File: config.mk
export PLATFORM = sky130hd
export DESIGN_NAME = twi_sclk_gen
export DESIGN_NICKNAME = d
export VERILOG_FILES = /design/src/rtl/sclk_pkg.sv /design/src/rtl/sclk_half_calc.sv /design/src/rtl/sclk_deglitch.sv /design/src/rtl/twi_sclk_gen.sv
export SDC_FILE = /design/constraint.sdc
export NUM_CORES = 1
export LEC_CHECK = 0
export ABC_AREA = 0
export BUFFER_PORTS_ARGS = -buffer_cell sky130_fd_sc_hd__buf_2
export CORE_AREA = 8 8 105 107
export DETAILED_ROUTE_END_ITERATION = 8
export DIE_AREA = 0 0 113 115
export GPL_ROUTABILITY_DRIVEN = 1
export GPL_TIMING_DRIVEN = 0
export PLACE_DENSITY = 0.46
export SYNTH_ARGS = -nofsm -noshare
export SYNTH_HDL_FRONTEND = slang
export SYNTH_SLANG_ARGS = --single-unit
File: constraint.sdc
create_clock -name clk -period 4.3 [get_ports clk]
set_clock_uncertainty 0.2 [all_clocks]
set_input_delay 0.645 -clock clk [delete_from_list [all_inputs] [get_ports clk]]
set_output_delay 0.645 -clock clk [all_outputs]
set_load 0.05 [all_outputs]
File: src/rtl/sclk_pkg.sv
package sclk_pkg;

    typedef enum logic [1:0] {
        ST_IDLE = 2'd0,
        ST_LOW  = 2'd1,
        ST_HIGH = 2'd2
    } sclk_state_e;

    localparam int unsigned HALF_BASE = 8;

endpackage

File: src/rtl/sclk_half_calc.sv
module sclk_half_calc #(
    parameter int unsigned RATE_W = 8,
    parameter int unsigned PRE_W  = 2,
    parameter int unsigned BASE   = 8,
    parameter int unsigned HW     = 15
) (
    input  logic [RATE_W-1:0] rate_i,
    input  logic [PRE_W-1:0]  pre_i,
    output logic [HW-1:0]     half_o
);
    localparam int unsigned NCODE = 1 << PRE_W;

    logic [HW-1:0] cand [NCODE];

    // candidate half length for every prescale code: BASE + rate * 4^code
    for (genvar g = 0; g < NCODE; g++) begin : g_code
        assign cand[g] = HW'(BASE) + (HW'(rate_i) << (2 * g));
    end

    assign half_o = cand[pre_i];

endmodule

File: src/rtl/sclk_deglitch.sv
module sclk_deglitch #(
    parameter int unsigned FILT_W = 3
) (
    input  logic clk,
    input  logic rst_n,
    input  logic raw_i,
    output logic filt_o
);
    localparam int unsigned CW = $clog2(FILT_W + 1);

    typedef struct packed {
        logic [1:0]    sync;
        logic [CW-1:0] cnt;
        logic          out;
    } dg_t;

    dg_t q, d;

    always_comb begin
        d      = q;
        d.sync = {q.sync[0], raw_i};
        if (q.sync[1] == q.out) begin
            d.cnt = '0;
        end else if (q.cnt == CW'(FILT_W - 1)) begin
            d.out = q.sync[1];
            d.cnt = '0;
        end else begin
            d.cnt = q.cnt + 1'b1;
        end
    end

    always_ff @(posedge clk or negedge rst_n) begin
        if (!rst_n) begin
            q <= '{sync: 2'b11, cnt: '0, out: 1'b1};
        end else begin
            q <= d;
        end
    end

    assign filt_o = q.out;

    // the output only moves toward a level the synchronizer reported
    a_r7_flip_follows_sample: assert property (@(posedge clk) disable iff (!rst_n)
        !$stable(q.out) |-> ($past(q.sync[1]) == q.out));

    // a flip needs a full run of disagreeing samples behind it
    a_r7_flip_after_run: assert property (@(posedge clk) disable iff (!rst_n)
        !$stable(q.out) |-> ($past(q.cnt) == CW'(FILT_W - 1)));

endmodule

File: src/rtl/twi_sclk_gen.sv
module twi_sclk_gen
    import sclk_pkg::*;
#(
    parameter int unsigned RATE_W = 8,
    parameter int unsigned PRE_W  = 2,
    parameter int unsigned FILT_W = 3
) (
    input  logic              clk,
    input  logic              rst_n,
    input  logic              enable_i,
    input  logic [RATE_W-1:0] rate_i,
    input  logic [PRE_W-1:0]  prescale_i,
    input  logic              scl_i,
    output logic              scl_oe_o,
    output logic              fall_stb_o,
    output logic              rise_stb_o
);
    localparam int unsigned SHIFT_MAX = 2 * ((1 << PRE_W) - 1);
    localparam int unsigned HW        = RATE_W + SHIFT_MAX + 1;
    // high-phase count at which the released line is first visible through
    // two sync flops plus FILT_W filter samples (FILT_W must be 1..4)
    localparam int unsigned LAT       = FILT_W + 2;

    typedef struct packed {
        sclk_state_e   state;
        logic [HW-1:0] half;
        logic [HW-1:0] cnt;
        logic          oe;
        logic          fall;
        logic          rise;
    } gen_t;

    gen_t          q, d;
    logic [HW-1:0] half_new;
    logic          scl_filt;

    sclk_half_calc #(
        .RATE_W (RATE_W),
        .PRE_W  (PRE_W),
        .BASE   (HALF_BASE),
        .HW     (HW)
    ) u_calc (
        .rate_i (rate_i),
        .pre_i  (prescale_i),
        .half_o (half_new)
    );

    sclk_deglitch #(
        .FILT_W (FILT_W)
    ) u_filt (
        .clk    (clk),
        .rst_n  (rst_n),
        .raw_i  (scl_i),
        .filt_o (scl_filt)
    );

    always_comb begin
        d      = q;
        d.fall = 1'b0;
        d.rise = 1'b0;
        if (!enable_i) begin
            d.state = ST_IDLE;
            d.oe    = 1'b0;
            d.cnt   = '0;
        end else begin
            case (q.state)
                ST_IDLE: begin
                    d.state = ST_LOW;
                    d.oe    = 1'b1;
                    d.fall  = 1'b1;
                    d.cnt   = '0;
                    d.half  = half_new;
                end
                ST_LOW: begin
                    if (q.cnt == q.half - 1'b1) begin
                        d.state = ST_HIGH;
                        d.oe    = 1'b0;
                        d.rise  = 1'b1;
                        d.cnt   = '0;
                    end else begin
                        d.cnt = q.cnt + 1'b1;
                    end
                end
                ST_HIGH: begin
                    if (q.cnt == q.half - 1'b1) begin
                        d.state = ST_LOW;
                        d.oe    = 1'b1;
                        d.fall  = 1'b1;
                        d.cnt   = '0;
                        d.half  = half_new;
                    end else if (!scl_filt && (q.cnt == HW'(LAT))) begin
                        d.cnt = q.cnt;           // line still held low: stretch
                    end else begin
                        d.cnt = q.cnt + 1'b1;
                    end
                end
                default: begin
                    d.state = ST_IDLE;
                    d.oe    = 1'b0;
                    d.cnt   = '0;
                end
            endcase
        end
    end

    always_ff @(posedge clk or negedge rst_n) begin
        if (!rst_n) begin
            q <= '{state: ST_IDLE, half: HW'(HALF_BASE), cnt: '0,
                   oe: 1'b0, fall: 1'b0, rise: 1'b0};
        end else begin
            q <= d;
        end
    end

    assign scl_oe_o   = q.oe;
    assign fall_stb_o = q.fall;
    assign rise_stb_o = q.rise;

    // strobes never coincide
    a_r4_strobes_exclusive: assert property (@(posedge clk) disable iff (!rst_n)
        !(fall_stb_o && rise_stb_o));

    // the fall strobe marks the first pulled cycle
    a_r4_fall_on_pull: assert property (@(posedge clk) disable iff (!rst_n)
        fall_stb_o |-> (scl_oe_o && !$past(scl_oe_o)));

    // the rise strobe marks the first released cycle after a low phase
    a_r4_rise_on_release: assert property (@(posedge clk) disable iff (!rst_n)
        rise_stb_o |-> (!scl_oe_o && $past(scl_oe_o)));

    // a low enable leaves the line released and the strobes quiet
    a_r10_disabled_quiet: assert property (@(posedge clk) disable iff (!rst_n)
        !$past(enable_i) |-> (!scl_oe_o && !fall_stb_o && !rise_stb_o));

    // the low-phase counter stays inside the captured half length
    a_r3_low_bounded: assert property (@(posedge clk) disable iff (!rst_n)
        (q.state == ST_LOW) |-> (q.cnt < q.half));

    // the captured half length moves only when a period starts
    a_r8_half_held: assert property (@(posedge clk) disable iff (!rst_n)
        !fall_stb_o |-> $stable(q.half));

    // the high-phase count stalls only while the filtered line reads low
    a_r6_stall_on_low: assert property (@(posedge clk) disable iff (!rst_n)
        ((q.state == ST_HIGH) && ($past(q.state) == ST_HIGH) && $stable(q.cnt))
            |-> !$past(scl_filt));

endmodule

[Word-level counts from Yosys, hierarchy flattened]
Index checks and enable logic that the tools add are counted.
Word-level totals
  output and inout port bits: 3
  word-level logic and storage cells: 57
  flip-flop bits (word level): 40
  bits of input ports: 14
Operators by class
  reductions and logical operators: 7
  bitwise operators: 2
  eq/ne operators: 10
  add/sub/neg operators: 7
  order comparisons: 1
  muxes and demuxes: 21
Operator list (count)
  2-to-1 mux 15 bit: 5
  one-hot mux 16 bit (3 select lines): 1
  binary-select mux 15 bit (select 2 bit): 1
  one-hot mux 15 bit (2 select lines): 1
  2-to-1 mux 17 bit: 1
  2-to-1 mux 16 bit: 1
  adder 15 x 1 -> 15 bit (second input constant): 1
  adder 4 x 14 -> 15 bit (first input constant): 1
  == test 15 bit: 1
  == test 15 x 3 -> 1 bit (second input constant): 1
  subtractor 15 x 1 -> 15 bit (second input constant): 1
  adder 4 x 12 -> 13 bit (first input constant): 1
  2-to-1 mux 2 bit: 6
  adder 4 x 10 -> 11 bit (first input constant): 1
  adder 4 x 8 -> 9 bit (first input constant): 1
  inequality test 3 bit (second input constant): 2
  one-hot mux 2 bit (3 select lines): 1
  == test 2 bit (second input constant): 2
  inequality test 4 bit (second input constant): 1
  AND reduction 2 bit: 2
  >= comparator 3 bit (second input constant): 1
  2-to-1 mux 1 bit: 3
  inverter 2 -> 3 bit: 1
  AND reduction 3 bit: 1
  other kinds (10): 10

[Depth between registers and ports, before layout]
Gate-level depths: netlist of run 1.
  word-level depth: 7
  mapped depth: 12
  gate-level depth less buffers: 9

[Hierarchy]
From an unflattened synthesis of run 1, not the netlist that was laid out.
Second synthesis, totals
  cells, all modules: 302
  area total of the unflattened synthesis: 2881.5 µm²
Modules (own cells, without submodules)
  twi_sclk_gen: area an instance 2245.9 µm², cells each 228, times used 1, sequential area each 877.1 µm²
  sclk_half_calc: area an instance 456.7 µm², cells each 64, times used 1, sequential area each 0.0 µm²
  sclk_deglitch: area an instance 178.9 µm², cells each 10, times used 1, sequential area each 128.9 µm²

[Worst setup path before layout of run 1]
OpenSTA, ideal clock, no wires.
  path type: reg-to-reg
  from: reg q[22] (netlist bit)
  to: reg q[25] (netlist bit)
  clock period less this slack: 3.480 ns
  setup time: 0.125 ns
  arrival time: 3.154 ns
  required time: 3.975 ns
  slack: 0.820 ns
  cell stages (with the launch flop): 12
  path buffers: 4
  path through: dfrtp_1 -> buf_6 -> or4_1 -> clkbuf_2 -> or4_1 -> a311o_1 -> and3_4 -> nand4bb_1 -> buf_6 -> a21oi_4 -> buf_12 -> mux2_4
On the way
  cells in the longest elaborated chain, start to end: 4
Ends and longest elaborated chain
  start: declaration: RTL line twi_sclk_gen.sv:33  | gen_t q, d;
  start signal: assignment: RTL line twi_sclk_gen.sv:108  | q <= '{state: ST_IDLE, half: HW'(HALF_BASE), cnt: '0,
  subtractor 15 x 1 -> 15 bit: RTL line twi_sclk_gen.sv:85  | if (q.cnt == q.half - 1'b1) begin
  == test 15 bit: RTL line twi_sclk_gen.sv:85
  inequality test 2 bit (no source line)
  AND reduction 3 bit (no source line)
No other way between the ends.
A chain may end at the register's enable or synchronous reset.

[Worst setup path in the final report of run 1]
  from: reg q[22] (netlist bit)
  to: reg q[27] (netlist bit)
The elaborated chain is that of the path after synthesis.

==> reports/metrics.csv, run 1 <==
stage,metric,value,unit
synthesis,ys_seq_area_share,35.7,%
synthesis,synth-seq-cells,39,
synthesis,syn-num-nets,316,
clock_tree,worstSkewPairLatency,290,ps
run,max_cap_viol_count,0,
final_layout,syn_to_final_growth,11.9,%
clock_tree,cts-resized-gates,0,
floorplanning,num_io_pins,17,
placed_design,portBuffers,13,
clock_tree,cts_buffers,5,
global_route,overflow,0,
synthesis,yosysTopAreaCellShare,31.9,%
synthesis,async_flop_share,100,%
floorplanning,chipWidth,113,um
placed_design,pre_cts_slack,564,ps
timing,rsz0062_at_grt,no,
final_layout,n_antenna_cell,0,
final_layout,final_cell_mix,"35 x dfrtp_1, 29 x nor2_1, 21 x nand2_1",
synthesis,ys_types,54,
critical_path,cp.required,4280,ps
synthesis,synth_warnings,0,
placed_design,place_hpwl,4.83,mm
critical_path,startpoint,q[22],
routing,drt_first_iter_violations,107,
clock_tree,cts_tree,yes,
floorplanning,die_area,13000,um^2
routing,avgViaCountPerCell,5.02,
timing,slew_violations,0,
synthesis,synth-edff-count,0,
clock_tree,hold_buffers,0,
synthesis,synth_flop_cell,dfrtp_1,
outcome,status,"finished, final reports clean",
critical_path,critPathMaxFanout,10,
timing,worst_slack,560,ps
placed_design,routabilityCongestion,0.807,
floorplanning,die_y,115,um
timing,fin_tns_setup,0,ps
clock_tree,cts_sinks,39,
timing,min_period_over_period,87.0,%
final_layout,fillCellCount,1012,
power,vdd_ir_drop_max,132,uV
clock_tree,cts.reportedPaths.clkPinSlew,80,ps
floorplanning,core_area,9460,um^2
hold_path,hp-class,reg2reg,
floorplanning,rows,36,
timing,whs,159,ps
power,power_density,330,nW/um^2
power,power_leakage,1.26,nW
clock_tree,h-tree-depth,2,
timing,post-route-min-period,3740,ps
floorplanning,start_util,29.0,%
timing,maxSlewHeadroom,32.4,%
clock_tree,cts_buffer_depth,2,
final_layout,nets,336,
synthesis,synth_top_area_cell,dfrtp_1,
synthesis,synthTopCellsByArea,"dfrtp_1 32%, xnor2_1 6.1%, xor2_1 6.1%, nor2_1 4.0%, dfstp_2 3.8%",
final_layout,drive_above_1_share,16.0,%
routing,drc,0,
routing,drtPass1Iterations,4,
critical_path,start_kind,flop,
clock_tree,postCtsSetupBuffers,0,
timing,fmax,267,MHz
clock_tree,clockRootBuffer,clkbuf_8,
global_route,grtUsageTotal,10.3,%
global_route,grt_pass1_vias,2199,
critical_path,worst_ep_arrival_time,3720,ps
critical_path,crit_path_end_kind,flop,
routing,finalWirelength,6.38,mm
hold_path,hold_start,u_filt.d[4],
critical_path,crit_type,reg2reg,
global_route,grt_max_degree,40,
synthesis,syn_inst,297,
synthesis,synth_area,2750,um^2
timing,hold_viol,0,
routing,vias,2167,
routing,wl_per_cell,14.8,um
global_route,grt_first_pass_wirelength,11.0,mm
global_route,antenna_found_initial,0,
routing,ant_nets,0,
synthesis,synth_area_per_cell,9.24,um^2
timing,setup_viol,0,
timing,tightest_slew,1010,ps
critical_path,reg2reg_from,q[22],
final_layout,layout.cells.most_common,dfrtp_1,
power breakdown:
part | leakage (nW) | internal, W | switching, W
Clock | 0.0612 | 0.000188 | 0.000135
Sequential | 0.506 | 0.000408 | 0.0000395
Combinational | 0.692 | 0.000114 | 0.000130
routing by layer:
| metal | up-vias | share of wire (%) | track usage, % |
|---|---|---|---|
| met5 | - | 0 | 0 |
| met3 | 5 | 1.8 | 1.79 |
| met4 | 0 | 1.4 | 3.46 |
| met1 | 1038 | 51 | 13.6 |
| li1 | 1097 | - | - |
| met2 | 27 | 46 | 16.8 |
synthesized netlist by cell type (2+ instances only):
master,count
xnor2_1,19
nand4_1,3
a31oi_1,5
a311o_1,2
o22ai_1,3
a311oi_1,3
nand3b_1,3
nor2_1,29
dfstp_2,4
or4_1,3
mux2i_1,8
and3_1,7
nor3b_1,5
inv_1,5
nor4_1,8
clkbuf_1,14
xor2_1,19
buf_6,2
nor3_1,5
mux2_2,9
a21boi_0,2
nand2_1,21
ha_1,5
nand3_1,15
mux2_4,6
nor2b_1,9
and4bb_2,2
nand2b_1,2
dfrtp_1,35
or3_1,6
a21oi_1,8
or2_2,2
o21ai_0,7
path summary, 6_finish.rpt:
path | to | slack, ps | cells past startpoint
worst max-delay path | q[27] | 560 | 11
worst min-delay path | u_filt.q[4] | 160 | 0
worst max register to register | q[27] | 560 | 11
worst min register to register | u_filt.q[4] | 160 | 0
max in group asynchronous | rise_stb_o | 3090 | 1
min in group asynchronous | q[33] | 270 | 1
per-stage QoR:
| stage | utilization (%) | cells | instance area (um^2) | total power, W |
|---|---|---|---|---|
| finish | 32.5 | 432 | 3070 | 0.00101 |
| detailed placement | 31.2 | 424 | 2950 | 0.000701 |
| floorplan | - | 297 | 2750 | 0.000631 |
| global route | 32.5 | 432 | 3070 | 0.00107 |
| CTS | 32.5 | 432 | 3070 | 0.00103 |
| global placement | 31.2 | 424 | 2950 | 0.000696 |
flip-flops by register name, summed over array words and instances, names as in the netlist:
name	cells
fall_stb_o	1
q	31
rise_stb_o	1
scl_oe_o	1
u_filt.d	1
u_filt.filt_o	1
u_filt.q	3
area by class of cell:
cell class                      instances  area [um^2]  share of cell area (%)
Sequential cell                        39          981                    31.9
Clock buffer                            6         82.6                    2.69
Timing Repair Buffer                   13         65.1                    2.12
Inverter                                5         18.8                   0.611
Buffer                                 19          104                    3.38
Tap cell                              114          143                    4.65
Clock inverter                          2         35.0                    1.14
Multi-Input combinational cell        234         1640                    53.5
cells by family (layout without fill, tap and decap cells):
kind of cell             after synthesis  count (layout)  synth area share, %
flip-flops                            39              39                 35.7
multiplexers                          23              23                 9.89
AND/OR/NAND/NOR                      125             125                 24.6
buffers and inverters                 24              45                 4.47
AO/OA/AOI/OAI                         43              43                 10.9
XOR/XNOR                              38              38                 12.1
adder cells (fa/ha/maj)                5               5                 2.28
worst max-delay path: stages, from the launching register on:
cell and delay [ps]:
dfrtp_1 380, buf_6 130, or4_1 500, clkbuf_2 180
or4_1 530, a311o_1 360, and3_4 190, nand4bb_1 190
buf_6 170, a21oi_4 300, buf_12 190, mux2_4 300
(Power assumes the default switching activity.)
==> run 2, diff against run 1 <==
Settings changed: BUFFER_PORTS_ARGS -buffer_cell sky130_fd_sc_hd__buf_2 to -buffer_cell sky130_fd_sc_hd__clkbuf_2, GPL_TIMING_DRIVEN 0 to not set.
==> run 2 against run 1 <==
  * Non-clock buffer count fell by 13
  * Hold slack improved by 0.68 ps
  * Critical path depth fell by 4
  * Sequential share of layout area rose by 0.76 points
  * Die area did not move
  * Critical endpoint is now q[22]
  * Largest power group unchanged
==> reports/metrics.csv, run 2 (synthesized netlist as in run 1, its figures left out) <==
stage,metric,value,unit,change
timing,min_period_over_period,90.7,%,+3.7 points
final_layout,register_area,981,um^2,unchanged
final_layout,final_cell_mix,"35 x dfrtp_1, 29 x nor2_1, 21 x nand2_1",,
final_layout,fin_area,3000,um^2,-2.3%
global_route,overflow,0,,unchanged
floorplanning,core_area,9460,um^2,unchanged
timing,fin_tns_setup,0,ps,unchanged
timing,fmax,256,MHz,-4.1%
global_route,antenna_found_initial,0,,unchanged
timing,setup_viol,0,,unchanged
power,net-switching-power,0.000308,W,+1.3%
floorplanning,start_util,29.0,%,unchanged
power,power_density,333,nW/um^2,+0.89%
power,p_int,0.000690,W,-2.6%
routing,drt_first_iter_violations,81,,-24%
floorplanning,die_area,13000,um^2,unchanged
power,pwr-share-seq,45.3,%,+1.2 points
clock_tree,h-tree-depth,2,,unchanged
clock_tree,cts_sinks,39,,unchanged
clock_tree,cts_buffers,5,,unchanged
timing,maxSlewHeadroom,34.0,%,+1.6 points
placed_design,portBuffers,16,,+3
global_route,grt_first_pass_wirelength,10.7,mm,-2.6%
placed_design,place_hpwl,4.71,mm,-2.4%
timing,slew_violations,0,,unchanged
hold_path,hp-class,reg2reg,,
routing,drc,0,,unchanged
outcome,status,"finished, final reports clean",,
routing,finalWirelength,6.37,mm,-0.17%
routing,drtPass1Iterations,4,,unchanged
placed_design,pre_cts_slack,398,ps,-166 ps
power,p_sw_share,30.9,%,+0.84 points
global_route,grtUsageTotal,10.1,%,-0.29 points
clock_tree,postCtsSetupBuffers,0,,unchanged
clock_tree,cts.reportedPaths.clkPinSlew,90,ps,about the same
timing,rsz0062_at_grt,no,,
final_layout,nets,323,,-3.9%
floorplanning,chipWidth,113,um,unchanged
timing,tightest_slew,990,ps,-16.8 ps
final_layout,regMostFlops,q,,
routing,ant_nets,0,,unchanged
final_layout,utilization,31.7,%,-0.75 points
timing,worst_slack,399,ps,-161 ps
timing,hold_viol,0,,unchanged
critical_path,crit_path_end_kind,flop,,
power,clock_power_share,31.4,%,-0.4 points
floorplanning,num_io_pins,17,,unchanged
power,power_leakage,1.24,nW,-1.3%
clock_tree,worstSkewPairLatency,290,ps,about the same
final_layout,largest_register_ffs,31,,unchanged
critical_path,start_kind,flop,,
floorplanning,die_y,115,um,unchanged
final_layout,fillCellCount,1018,,+0.59%
routing,vias,2133,,-1.6%
global_route,grt_max_degree,40,,unchanged
clock_tree,hold_buffers,0,,unchanged
clock_tree,clockRootBuffer,clkbuf_8,,
final_layout,layout.cells.most_common,dfrtp_1,,
final_layout,syn_to_final_growth,9.25,%,
placed_design,place_area,2890,um^2,-2.2%
clock_tree,cts-resized-gates,0,,unchanged
clock_tree,cts_tree,yes,,
placed_design,routabilityCongestion,0.782,,-3.2%
timing,post-route-min-period,3900,ps,+161 ps
clock_tree,cts_buffer_depth,2,,unchanged
routing,avgViaCountPerCell,5.09,,+1.5%
run,max_cap_viol_count,0,,unchanged
final_layout,largestRegisters,"q (31), u_filt.q (3)",,
floorplanning,rows,36,,unchanged
critical_path,worst_ep_arrival_time,3890,ps,+170 ps
final_layout,multi_input_area,1640,um^2,unchanged
global_route,grt_pass1_vias,2090,,-5.0%
final_layout,n_antenna_cell,0,,unchanged
power,p_comb_share,23.2,%,-0.9 points
power,vdd_ir_drop_max,134,uV,+1.7%
critical_path,critPathMaxFanout,14,,+4
final_layout,drive_above_1_share,17.4,%,+1.3 points
critical_path,cp.required,4290,ps,about the same
critical_path,crit_type,reg2reg,,
routing,wl_per_cell,15.2,um,+2.9%
==> run 2: cell types whose count changed in the layout (fill, tap and decap cells not counted) <==
cell      change
clkbuf_2     +15
clkbuf_1     -14
buf_2        -13
buf_4         +3
buf_6         -2
buf_1         -1
buf_12        -1
clkbuf_8      -1
clkinv_4      +1
==> run 2: power groups by stage <==
stage | clock [W] | sequential (W) | combinational (W)
2_1_floorplan | 0 | 0.000446 | 0.000185
4_1_cts | 0.000327 | 0.000453 | 0.000234
5_1_grt | 0.000339 | 0.000460 | 0.000256
6_report | 0.000314 | 0.000453 | 0.000232
3_3_place_gp | 0 | 0.000458 | 0.000231
3_5_place_dp | 0 | 0.000460 | 0.000233
==> run 2: cell type report <==
type | count | area share [%]
clock buffer | 5 | 2.29
clock inverter | 3 | 1.46
inverter | 5 | 0.626
multi-input combinational | 234 | 54.7
sequential | 39 | 32.7
tap | 114 | 4.76
timing repair buffer | 19 | 3.42
==> run 2: path summary, 6_finish.rpt <==
check,startpoint,endpoint,slack [ps],cells past startpoint
worst min-delay path,u_filt.d[4],u_filt.q[4],160,0
worst max register to register,q[22],q[22],400,7
min in group asynchronous,rst_n,q[15],300,1
max in group asynchronous,rst_n,q[25],2980,1
worst min register to register,u_filt.d[4],u_filt.q[4],160,0
worst max-delay path,q[22],q[22],400,7
==> run 2: layer usage <==
metal	part of all wire, %	vias up	GRT usage [%]	routed length [um]
met2	43	31	15.8	2770
met4	0.78	0	2.66	50
met1	53	1021	13.9	3390
li1	-	1079	-	-
met3	2.6	2	1.68	167
met5	0	-	0	0
==> run 2: critical path, stage by stage (launching register included) <==
cell and delay, ps:
dfrtp_1 470, or4_1 670, or4_1 560, a311o_1 360
and3_4 180, nand4bb_1 360, a21oi_4 580, mux2_2 400
==> run 2: per-stage QoR <==
step	std cells	hold WS (ps)	power (W)
3_3_place_gp	411	146	0.000689
6_report	419	159	0.000999
4_1_cts	419	161	0.00101
5_1_grt	419	170	0.00105
3_5_place_dp	411	148	0.000693
2_1_floorplan	297	145	0.000631
==> run 3, diff against run 2 <==
Settings changed: CORE_AREA 8 8 105 107 to 8 8 101 112, DIE_AREA 0 0 113 115 to 0 0 109 120, PLACE_DENSITY 0.46 to 0.45.
==> run 3 against run 2 <==
  * Cell count is 1.4% higher
  * Routed wire length grew 0.63%
  * Die area rose by 0.65%
  * Count of clock-buffer cells in the layout rose by 3
  * Critical path depth stayed put
  * Worst setup slack worse by 34 ps
  * Clock power decreased by 13%
  * Via count up 1.2%
  * Final area shrank 0.17%
  * Sequential share of layout area increased by 0.055 points
  * Sequential cell count is the same
  * Critical endpoint unchanged
==> reports/metrics.csv, run 3 (synthesized netlist as in run 1, its figures left out) <==
stage,metric,value,unit,change
clock_tree,cts_tree,yes,,
timing,fmax,254,MHz,-0.87%
global_route,grt_pass1_vias,2132,,+2.0%
routing,avgViaCountPerCell,5.08,,-0.26%
timing,setup_viol,0,,unchanged
power,vdd_ir_drop_max,103,uV,-23%
floorplanning,start_util,28.7,%,-0.30 points
timing,fin_tns_setup,0,ps,unchanged
final_layout,largestRegisters,"q (31), u_filt.q (3)",,
global_route,overflow,0,,unchanged
final_layout,regMostFlops,q,,
timing,tightest_slew,993,ps,+3.19 ps
routing,wl_per_cell,15.1,um,-0.79%
timing,post-route-min-period,3940,ps,+34.3 ps
clock_tree,cts_buffer_depth,2,,unchanged
outcome,status,"finished, final reports clean",,
routing,drt_first_iter_violations,88,,+8.6%
clock_tree,clockRootBuffer,clkbuf_8,,
placed_design,placed_cells_incl_taps,417,,+1.5%
final_layout,largest_register_ffs,31,,unchanged
final_layout,n_antenna_cell,0,,unchanged
critical_path,crit_path_frequent_cell,or4_1,,
global_route,grt_first_pass_wirelength,10.8,mm,+0.78%
critical_path,path_cells,or4_1 -> or4_1 -> a311o_1 -> and3_4 -> nand4bb_1 -> a21oi_4 -> mux2_2,,
routing,drtPass1Iterations,4,,unchanged
placed_design,place_hpwl,4.76,mm,+1.0%
final_layout,stdcell_count,425,,+1.4%
routing,drc,0,,unchanged
power,power_density,321,nW/um^2,-3.7%
critical_path,worst_ep_arrival_time,3910,ps,+20 ps
final_layout,layout.cells.most_common,dfrtp_1,,
final_layout,utilization,31.3,%,-0.38 points
floorplanning,chipWidth,109,um,-3.5%
floorplanning,die_y,120,um,+4.3%
timing,maxSlewHeadroom,33.8,%,-0.21 points
run,max_cap_viol_count,0,,unchanged
floorplanning,die_area,13100,um^2,+0.65%
clock_tree,h-tree-depth,2,,unchanged
critical_path,r2r_slack,360,ps,-30 ps
routing,ant_nets,0,,unchanged
clock_tree,cts_buffers,5,,unchanged
power,power_leakage,1.24,nW,-0.53%
clock_tree,cts.reportedPaths.clkPinSlew,70,ps,-20 ps
final_layout,final_cell_mix,"35 x dfrtp_1, 29 x nor2_1, 21 x nand2_1",,
critical_path,crit_path_end_kind,flop,,
placed_design,portBuffers,16,,unchanged
clock_tree,cts_sinks,39,,unchanged
timing,hold_viol,0,,unchanged
final_layout,drive_above_1_share,17.0,%,-0.33 points
clock_tree,cts-resized-gates,0,,unchanged
global_route,antenna_found_initial,0,,unchanged
critical_path,cp.required,4270,ps,-20 ps
critical_path,start_kind,flop,,
floorplanning,rows,38,,+5.6%
critical_path,critPathMaxFanout,14,,unchanged
critical_path,crit_path_max_incr_delay,680,ps,about the same
clock_tree,hold_buffers,0,,unchanged
global_route,grtUsageTotal,10.1,%,+0.014 points
critical_path,crit_type,reg2reg,,
final_layout,syn_to_final_growth,9.07,%,
hold_path,hp-class,reg2reg,,
clock_tree,worstSkewPairLatency,290,ps,about the same
timing,rsz0062_at_grt,no,,
floorplanning,core_area,9560,um^2,+1.0%
placed_design,routabilityCongestion,0.801,,+2.5%
timing,min_period_over_period,91.5,%,+0.80 points
timing,slew_violations,0,,unchanged
clock_tree,postCtsSetupBuffers,0,,unchanged
routing,vias,2158,,+1.2%
final_layout,nets,323,,unchanged
final_layout,fillCellCount,1006,,-1.2%
critical_path,crit_slowest_cell,or4_1,,
routing,finalWirelength,6.41,mm,+0.63%
floorplanning,num_io_pins,17,,unchanged
global_route,grt_max_degree,40,,unchanged
## run 3: changes by cell type in the layout (fill, tap and decap cells not counted)
cell,previous run,this run
clkbuf_1,0,1
bufinv_16,1,0
clkinv_2,1,0
clkinv_4,1,0
clkbuf_8,5,7
## run 3: path summary, 6_finish.rpt
path	from	end	cells past startpoint
max	q[22]	q[22]	7
min	u_filt.d[4]	u_filt.q[4]	0
max reg2reg	q[22]	q[22]	7
min reg2reg	u_filt.d[4]	u_filt.q[4]	0
max in group asynchronous	rst_n	q[22]	1
min in group asynchronous	rst_n	q[3]	1
## run 3: report_power, final
group          total, W  switching [W]  internal, W
sequential     0.000452      0.0000447     0.000408
combinational  0.000235       0.000125     0.000110
clock          0.000273       0.000126     0.000146
total          0.000960       0.000296     0.000664
## run 3: area by class of cell
cell class	count	area, um^2	area share [%]
flip-flops and latches	39	981	32.8
multi-input cells	234	1640	54.8
inverters	5	18.8	0.627
repair buffers	19	103	3.43
clock buffers	8	100	3.34
well taps	120	150	5.01
## run 3: stage by stage
stage | power (W) | setup WS (ps) | hold WS (ps) | cell area (um^2)
3_3_place_gp | 0.000691 | 461 | 147 | 2890
6_report | 0.000960 | 365 | 158 | 2990
5_1_grt | 0.00102 | 192 | 161 | 2990
2_1_floorplan | 0.000631 | 820 | 145 | 2750
4_1_cts | 0.000977 | 372 | 160 | 2990
3_5_place_dp | 0.000695 | 413 | 149 | 2890
## run 3: worst max-delay path: cells and delay by family (launching register included)
kind | cells | cell delay (ps)
compound gates | 2 | 970
mux | 1 | 390
simple gates | 4 | 1800
flops | 1 | 460
## run 3: metal layers
| metal | wire, um | share of wire [%] | global-route usage, % |
|---|---|---|---|
| met5 | 0 | 0 | 0 |
| met4 | 100 | 1.6 | 3.34 |
| met3 | 179 | 2.8 | 1.50 |
| met2 | 2960 | 46 | 15.9 |
| met1 | 3180 | 50 | 13.6 |
